--- config.mk ---
export PLATFORM = sky130hd
export DESIGN_NAME = isa_dma_engine
export DESIGN_NICKNAME = d
export VERILOG_FILES = /design/src/rtl/isa_dma_pkg.sv /design/src/rtl/isa_dma_chan.sv /design/src/rtl/isa_dma_arb.sv /design/src/rtl/isa_dma_cyc.sv /design/src/rtl/isa_dma_engine.sv
export SDC_FILE = /design/constraint.sdc
export NUM_CORES = 1
export LEC_CHECK = 0
export ABC_CLOCK_PERIOD_IN_PS = 3200
export BUFFER_PORTS_ARGS = -buffer_cell sky130_fd_sc_hd__buf_4
export CORE_AREA = 4 4 133 230
export DETAILED_ROUTE_END_ITERATION = 6
export DIE_AREA = 0 0 137 234
export GPL_TIMING_DRIVEN = 0
export SYNTH_ARGS = -nofsm -noshare
export SYNTH_HDL_FRONTEND = slang
export SYNTH_SLANG_ARGS = --single-unit
--- constraint.sdc ---
create_clock -name clk_i -period 3.2 [get_ports clk_i]
set_clock_uncertainty 0.15 [all_clocks]
set_input_delay 0.64 -clock clk_i [delete_from_list [all_inputs] [get_ports clk_i]]
set_output_delay 0.64 -clock clk_i [all_outputs]
set_load 0.01 [all_outputs]
--- src/rtl/isa_dma_pkg.sv ---
package isa_dma_pkg;
  typedef enum logic [1:0] {
    PH_IDLE = 2'd0,
    PH_ADDR = 2'd1,
    PH_STRB = 2'd2,
    PH_FIN  = 2'd3
  } phase_e;
endpackage

--- src/rtl/isa_dma_chan.sv ---
module isa_dma_chan #(
  parameter int AW = 20,
  parameter int CW = 16
) (
  input  logic          clk_i,
  input  logic          rst_ni,
  input  logic          cfg_we_i,
  input  logic [AW-1:0] cfg_addr_i,
  input  logic [CW-1:0] cfg_cnt_i,
  input  logic          cfg_dir_i,
  input  logic          drq_i,
  input  logic          ack_i,
  input  logic          step_i,
  output logic [AW-1:0] addr_o,
  output logic          dir_o,
  output logic          elig_o,
  output logic          last_o
);
  logic [AW-1:0] addr_q;
  logic [CW-1:0] cnt_q;
  logic          dir_q, pend_q;
  logic          live;

  assign live = (cnt_q != '0);

  always_ff @(posedge clk_i or negedge rst_ni) begin
    if (!rst_ni) begin
      addr_q <= '0;
      cnt_q  <= '0;
      dir_q  <= 1'b0;
      pend_q <= 1'b0;
    end else if (cfg_we_i) begin
      addr_q <= cfg_addr_i;
      cnt_q  <= cfg_cnt_i;
      dir_q  <= cfg_dir_i;
      pend_q <= 1'b0;
    end else if (step_i) begin
      addr_q <= addr_q + 1'b1;
      cnt_q  <= cnt_q - 1'b1;
      pend_q <= 1'b0;
    end else if (drq_i && !ack_i && live) begin
      pend_q <= 1'b1;  // latched: survives early withdrawal
    end
  end

  assign addr_o = addr_q;
  assign dir_o  = dir_q;
  assign elig_o = pend_q && live;
  assign last_o = (cnt_q == CW'(1));
endmodule

--- src/rtl/isa_dma_arb.sv ---
module isa_dma_arb #(
  parameter int N  = 4,
  localparam int IW = (N > 1) ? $clog2(N) : 1
) (
  input  logic [N-1:0]  req_i,
  output logic          any_o,
  output logic [IW-1:0] idx_o
);
  always_comb begin
    idx_o = '0;
    for (int i = N - 1; i >= 0; i--) begin
      if (req_i[i]) idx_o = IW'(i);
    end
  end
  assign any_o = |req_i;
endmodule

--- src/rtl/isa_dma_cyc.sv ---
module isa_dma_cyc
  import isa_dma_pkg::*;
#(
  parameter int STRB_MIN = 3
) (
  input  logic   clk_i,
  input  logic   rst_ni,
  input  logic   dma_go_i,
  input  logic   cpu_go_i,
  input  logic   ready_i,
  output phase_e phase_o,
  output logic   dma_o,
  output logic   start_o,
  output logic   sample_o
);
  localparam int WW = $clog2(STRB_MIN);
  localparam logic [WW-1:0] W_LAST = WW'(STRB_MIN - 1);

  phase_e        ph_q;
  logic          dma_q;
  logic [WW-1:0] w_q;
  logic          exit_strb;

  assign start_o   = (ph_q == PH_IDLE) && (dma_go_i || cpu_go_i);
  // wait states only for engine-owned cycles
  assign exit_strb = (ph_q == PH_STRB) && (w_q == W_LAST) && (ready_i || !dma_q);

  always_ff @(posedge clk_i or negedge rst_ni) begin
    if (!rst_ni) begin
      ph_q  <= PH_IDLE;
      dma_q <= 1'b0;
      w_q   <= '0;
    end else begin
      unique case (ph_q)
        PH_IDLE: if (start_o) begin
          ph_q  <= PH_ADDR;
          dma_q <= dma_go_i;
        end
        PH_ADDR: begin
          ph_q <= PH_STRB;
          w_q  <= '0;
        end
        PH_STRB: begin
          if (exit_strb)        ph_q <= PH_FIN;
          else if (w_q != W_LAST) w_q <= w_q + 1'b1;
        end
        PH_FIN:  ph_q <= PH_IDLE;
        default: ph_q <= PH_IDLE;
      endcase
    end
  end

  assign phase_o  = ph_q;
  assign dma_o    = dma_q;
  assign sample_o = exit_strb;
endmodule

--- src/rtl/isa_dma_engine.sv ---
module isa_dma_engine
  import isa_dma_pkg::*;
#(
  parameter int N_CH     = 4,
  parameter int AW       = 20,
  parameter int DW       = 8,
  parameter int CW       = 16,
  parameter int STRB_MIN = 3,
  localparam int IW = (N_CH > 1) ? $clog2(N_CH) : 1
) (
  input  logic            clk_i,
  input  logic            rst_ni,
  input  logic            cfg_we_i,
  input  logic [IW-1:0]   cfg_sel_i,
  input  logic [AW-1:0]   cfg_addr_i,
  input  logic [CW-1:0]   cfg_cnt_i,
  input  logic            cfg_dir_i,
  input  logic [N_CH-1:0] drq_i,
  output logic [N_CH-1:0] dack_no,
  output logic            tc_o,
  input  logic            ready_i,
  input  logic            cpu_req_i,
  input  logic            cpu_io_i,
  input  logic            cpu_wr_i,
  input  logic [AW-1:0]   cpu_addr_i,
  input  logic [DW-1:0]   cpu_wdata_i,
  output logic [DW-1:0]   cpu_rdata_o,
  output logic            cpu_done_o,
  output logic [AW-1:0]   sa_o,
  output logic [DW-1:0]   sd_o,
  output logic            sd_oe_o,
  input  logic [DW-1:0]   sd_i,
  output logic            aen_o,
  output logic            ior_no,
  output logic            iow_no,
  output logic            memr_no,
  output logic            memw_no
);
  logic [AW-1:0]   ch_addr [N_CH];
  logic [N_CH-1:0] ch_dir, ch_elig, ch_last, ch_ack, ch_step;
  logic            arb_any;
  logic [IW-1:0]   arb_idx, gnt_q;
  phase_e          phase;
  logic            is_dma, start, sample;
  logic            active, strb, fin, dir;
  logic            cpu_io_q, cpu_wr_q;
  logic [AW-1:0]   cpu_addr_q;
  logic [DW-1:0]   cpu_wd_q, cpu_rd_q;

  assign active = (phase != PH_IDLE);
  assign strb   = (phase == PH_STRB);
  assign fin    = (phase == PH_FIN);

  for (genvar c = 0; c < N_CH; c++) begin : g_ch
    assign ch_ack[c]  = active && is_dma && (gnt_q == IW'(c));
    assign ch_step[c] = fin && ch_ack[c];
    isa_dma_chan #(.AW(AW), .CW(CW)) u_chan (
      .clk_i      (clk_i),
      .rst_ni     (rst_ni),
      .cfg_we_i   (cfg_we_i && (cfg_sel_i == IW'(c))),
      .cfg_addr_i (cfg_addr_i),
      .cfg_cnt_i  (cfg_cnt_i),
      .cfg_dir_i  (cfg_dir_i),
      .drq_i      (drq_i[c]),
      .ack_i      (ch_ack[c]),
      .step_i     (ch_step[c]),
      .addr_o     (ch_addr[c]),
      .dir_o      (ch_dir[c]),
      .elig_o     (ch_elig[c]),
      .last_o     (ch_last[c])
    );
  end

  isa_dma_arb #(.N(N_CH)) u_arb (
    .req_i (ch_elig),
    .any_o (arb_any),
    .idx_o (arb_idx)
  );

  isa_dma_cyc #(.STRB_MIN(STRB_MIN)) u_cyc (
    .clk_i    (clk_i),
    .rst_ni   (rst_ni),
    .dma_go_i (arb_any),
    .cpu_go_i (cpu_req_i),
    .ready_i  (ready_i),
    .phase_o  (phase),
    .dma_o    (is_dma),
    .start_o  (start),
    .sample_o (sample)
  );

  always_ff @(posedge clk_i or negedge rst_ni) begin
    if (!rst_ni) begin
      gnt_q      <= '0;
      cpu_io_q   <= 1'b0;
      cpu_wr_q   <= 1'b0;
      cpu_addr_q <= '0;
      cpu_wd_q   <= '0;
      cpu_rd_q   <= '0;
    end else begin
      if (start && arb_any) gnt_q <= arb_idx;
      if (start && !arb_any) begin
        cpu_io_q   <= cpu_io_i;
        cpu_wr_q   <= cpu_wr_i;
        cpu_addr_q <= cpu_addr_i;
        cpu_wd_q   <= cpu_wdata_i;
      end
      if (sample && !is_dma) cpu_rd_q <= sd_i;
    end
  end

  assign dir     = ch_dir[gnt_q];
  assign dack_no = ~ch_ack;
  assign aen_o   = active && is_dma;
  assign tc_o    = active && is_dma && ch_last[gnt_q];
  assign sa_o    = !active ? '0 : (is_dma ? ch_addr[gnt_q] : cpu_addr_q);

  assign ior_no  = ~(strb && (is_dma ? !dir :  cpu_io_q && !cpu_wr_q));
  assign memw_no = ~(strb && (is_dma ? !dir : !cpu_io_q &&  cpu_wr_q));
  assign memr_no = ~(strb && (is_dma ?  dir : !cpu_io_q && !cpu_wr_q));
  assign iow_no  = ~(strb && (is_dma ?  dir :  cpu_io_q &&  cpu_wr_q));

  assign sd_oe_o     = active && !is_dma && cpu_wr_q;
  assign sd_o        = cpu_wd_q;
  assign cpu_rdata_o = cpu_rd_q;
  assign cpu_done_o  = fin && !is_dma;
endmodule

; ---- Word-level counts from Yosys, hierarchy flattened
; Cells that the tools add are included.
; Widths: inputs -> output; s select.
[totals]
mem_bits_ro = 0
elab_cells = 187
memories = 0
inputBits = 86
regBits = 197
latch_bits = 0
out_inout_bits = 48
mem_bits_rw = 0
[classes]
n_div = 0
n_reduce_logical = 75
muxes = 51
n_mul = 0
add_sub_neg = 9
eq_ne = 19
n_shift = 0
order_cmp = 2
bitwise_logic = 6
[op_table]
columns = cell, n
row1 = $mux 20, 12
row2 = $mux 16, 8
row3 = $add 20x1->20 const B, 4
row4 = $eq 16x1->1 const B, 4
row5 = $reduce_bool 16->1, 4
row6 = $sub 16x1->16 const B, 4
row7 = $logic_and 1x1->1, 43
row8 = $bmux 20 s2, 1
row9 = $mux 1, 18
row10 = $mux 2, 8
row11 = $eq 2x2->1 const B, 7
row12 = $reduce_bool 2->1, 6
row13 = $reduce_bool 3->1, 4
row14 = $logic_not 1->1, 9
row15 = $ne 2x2->1 const B, 4
row16 = $pmux 2 s4, 1
row17 = $eq 2x1->1 const B, 3
row18 = $logic_not 2->1, 3
row19 = $bmux 1 s2, 2
row20 = $not 1->1, 4
row21 = $not 4->4, 1
row22 = $pmux 2 s2, 1
row23 = $reduce_and 2->1, 2
row24 = $reduce_or 4->1, 1
row25 = 7 further kinds, 8

; ---- Depth between registers and ports, before layout
[depth]
ltp_word = 9
depth_mapped = 9
depth_no_buf = 7

; ---- Cells and area by module
; Synthesis repeated with hierarchy kept, for this count alone.
[unflattened]
cells_unflattened = 1225
area_unflattened_um2 = 11466.0
[by_module_without_submodules]
columns = module, area_each_um2, cells_each, seq_area_each_um2, n_inst
row1 = isa_dma_chan at g_ch[1].u_chan ..., 2113.3, 239, 950.9, 3
row2 = isa_dma_engine, 2551.2, 221, 1001.0, 1
row3 = isa_dma_chan at g_ch[0].u_chan, 2223.4, 246, 950.9, 1
row4 = isa_dma_cyc, 316.6, 34, 125.1, 1
row5 = isa_dma_arb, 35.0, 7, 0.0, 1

; ---- Least setup slack after synthesis
; OpenSTA, ideal clock, no wires.
[synth_path]
path_kind = reg-to-output
from = register g_ch[1].u_chan.cnt_q[2]
to = output tc_o
n_path_buf = 1
required_time_ns = 2.410
slack_ns = 0.353
arrival_time_ns = 2.057
stages_incl_launch_ff = 7
path_cell_list = dfrtp_1 or4_1 or3_1 buf_2 nor3_1 a311oi_1 a211oi_1
[synth_between]
elab_chain_cells = 4
[synth_rtl]
columns = element, line
row1 = from (decl), isa_dma_chan.sv:20  ; logic [CW-1:0] cnt_q;
row2 = from (signal assigned), isa_dma_chan.sv:34  ; cnt_q <= cfg_cnt_i;
row3 = from (signal assigned), isa_dma_chan.sv:39  ; cnt_q <= cnt_q - 1'b1;
row4 = $eq 16x1->1, isa_dma_chan.sv:49  ; assign last_o = (cnt_q == CW'(1));
row5 = $bmux 1 s2, isa_dma_engine.sv:115  ; assign tc_o = active && is_dma && ch_last[gnt_q];
row6 = $mux 1 (not written as such), isa_dma_engine.sv:115
row7 = $logic_and 1x1->1, isa_dma_engine.sv:115
row8 = to (decl), isa_dma_engine.sv:20  ; output logic tc_o,
; Every way passes these cells. The select of a mux whose other input is x is not followed.

; ---- Worst setup path in the final report
; Same ends and word-level chain as after synthesis.

==> results.ini <==
[status]
violations=setup timing
status=complete, but fails checks

[cts]
cts-htree-levels=4
cts_tree=yes
clk_pin_slew_ns=0.08
cts_buffers=17
clk_path_buf_depth=2
cts_sinks=197
insertion_delay_ns=0.45
root_buffer=clkbuf_16

[floorplanning]
die_h_um=234
start_util_pct=39.3
rows=82
core-area_um2=28700
die_w_um=137
io_pins=134
die_area_um2=32100

[setup_path]
startpoint_type=flip-flop
cp_max_fo=2
cp_slowest_stage_delay_ns=0.55
slowest_stage=or4_4
path_cells=or4_4 -> or3_4 -> nor3_4 -> a311oi_4 -> a211oi_2 -> buf_4
endpoint_kind=primary output
cp_num_buf_inv=1
crit_type=reg -> out
crit_family=simple AND/OR/NAND/NOR gates
cp.arrival_ns=2.58
crit_required_ns=2.41

[sta]
post-route-min-period_ns=3.37
fmax_ghz=0.296
rsz0062_at_grt=true
setup_viol=1
finalHoldViolCount=0
setup_ws_ns=-0.175
post-route-period-util_pct=105
tightestPinTransition_ns=1.02
drv_slew=0
slew_headroom_pct=31.5

[place]
dp_hpwl_um=27400
port_buffers=133
place_congestion=0.901

[finish]
n_fill_cell=2771
layout_common_cells=dfrtp_1 (197), buf_4 (139), nor2_1 (133)
antennaDiodeCount=0
layout_commonest_cell=dfrtp_1
final_util_pct=47.4
layout-drive-gt1-share_pct=20.5
fin_nets=1435
area_growth_pct=20.6

[logic_synthesis]
syn_inst=1171
synth_top_cell_by_area=dfrtp_1
synth_cell_type_count=58
yosys-top-cells-area=dfrtp_1 (44%), xnor2_1 (7.9%), nor2_1 (4.4%)
synthesis.nets=1274
async_flop_share_pct=100
syn_avg_cell_area_um2=9.64
synth-seq-cells=197
synth_largest_type_area_fraction_pct=43.7
synth-edff-count=0
ys_seq_area_share_pct=43.7
synth_warnings=0
syn_area_um2=11300
ys.flop_type=dfrtp_1

[grt]
grt_max_degree=108
antenna_found_initial=0
grt.total_usage_pct=23.3
gr-total-overflow=0
grt_pass1_wl_um=56100
grt_pass1_vias=9669

[route]
drtIter0Drc=539
drtAntennaViolNets=0
via_per_inst=5.48
post_drt_wl_per_cell_um=21.0
drt_wl_total_um=36200
vias=9437
dr.pass1.iters=5
drc=0

[pwr]
finalPower_mw=10.2
ir_worst_vdd_uv=434
p_per_area_nw_per_um2=751
p_leak_nw=5.54

[job]
maxCapViolCount=0

[worst_hold_path]
hold_path.class=in -> reg

## kinds of logic (layout without fill, tap and decap cells)
family / count (synthesis) / count (layout) / share of synthesized area [%]
buf+inv: 95 / 269 / 3.50
xor+xnor: 136 / 136 / 10.5
compound gates: 173 / 173 / 8.28
fa+ha+maj: 17 / 17 / 1.88
mux: 89 / 89 / 11.7
simple gates: 464 / 464 / 20.4
flops: 197 / 197 / 43.7
## per-stage QoR
step           TNS (ns)  worst slack, ns  std cells  instance area (um^2)  hold WS [ns]
2_1_floorplan         0            0.353       1171                 11300         0.194
3_3_place_gp     -31.07           -0.180       1682                 12800         0.333
3_5_place_dp     -0.324           -0.195       1684                 12800         0.337
4_1_cts          -0.186           -0.186       1721                 13600         0.241
5_1_grt          -0.253           -0.247       1723                 13600         0.241
6_report         -0.175           -0.175       1723                 13600         0.258
## cell usage after synthesis (5+ instances only)
cell,n
a21oi_1,71
a31oi_1,6
and3_1,14
clkbuf_1,50
dfrtp_1,197
ha_1,17
inv_1,32
mux2_2,15
mux2_4,30
mux2i_1,23
mux4_2,21
nand2_1,118
nand3_1,25
nand4_1,33
nor2_1,133
nor3_1,51
nor3b_1,5
nor4_1,31
o21ai_0,78
or3_1,9
or4_1,9
xnor2_1,102
xor2_1,34
## power breakdown
| part | internal (mW) | leakage (nW) | switching, mW | total [mW] |
|---|---|---|---|---|
| Sequential | 3.12 | 2.31 | 0.685 | 3.81 |
| Combinational | 1.99 | 2.93 | 2.16 | 4.15 |
| Clock | 1.27 | 0.296 | 1.00 | 2.28 |
## sequential cells by signal, indices dropped and copies added, names as in the netlist
name                cells
cpu_addr_q             20
gnt_q                   2
g_ch.u_chan.pend_q      4
g_ch.u_chan.addr_o     80
cpu_io_q                1
sd_o                    8
g_ch.u_chan.dir_o       4
cpu_rdata_o             8
u_cyc.w_q               2
g_ch.u_chan.cnt_q      64
cpu_wr_q                1
u_cyc.phase_o           2
u_cyc.dma_o             1
## area by class of cell
cell class / instances / area, um^2 / share of cell area, %
plain buffers: 61 / 298 / 2.19
clock buffers: 20 / 457 / 3.35
clock inverters: 12 / 151 / 1.11
inverters: 32 / 120 / 0.882
multi-input cells: 879 / 6050 / 44.4
flip-flops and latches: 197 / 4930 / 36.2
well taps: 378 / 473 / 3.47
repair buffers: 144 / 1140 / 8.40
## per-layer routing
layer / track usage, % / up-vias / routed length, um
met5: 0 / - / 0
met4: 11.6 / 0 / 1760
met3: 2.96 / 81 / 1060
met2: 43.4 / 225 / 20100
met1: 25.5 / 4718 / 13300
li1: - / 4413 / -
## worst paths after layout
check / from / to / slack (ns) / cells past startpoint
worst max-delay path: g_ch[1].u_chan.cnt_q[2]$_DFFE_PN0N_ / tc_o / -0.17 / 6
worst min-delay path: cpu_addr_i[16] / cpu_addr_q[16]$_DFFE_PN0P_ / 0.26 / 2
worst max register to register: u_cyc.phase_o[0]$_DFFE_PN0P_ / g_ch[2].u_chan.addr_o[19]$_DFFE_PN0N_ / 0.11 / 7
worst min register to register: g_ch[2].u_chan.dir_o$_DFFE_PN0P_ / g_ch[2].u_chan.dir_o$_DFFE_PN0P_ / 0.35 / 1
max in group asynchronous: rst_ni / g_ch[1].u_chan.cnt_q[15]$_DFFE_PN0N_ / 1.29 / 4
min in group asynchronous: rst_ni / cpu_rdata_o[6]$_DFFE_PN0P_ / 0.45 / 2
## timing repair
action / 4_1_cts / 5_1_grt
resized for setup: 25 / 5
hold buffers: 1 / 0
endpoints found under the hold margin: 21 / 0
pin swaps: 5 / 6
setup buffers: 5 / 3
endpoints found under the setup margin: 22 / 9
No activity file was read; power rests on OpenSTA's default activity.
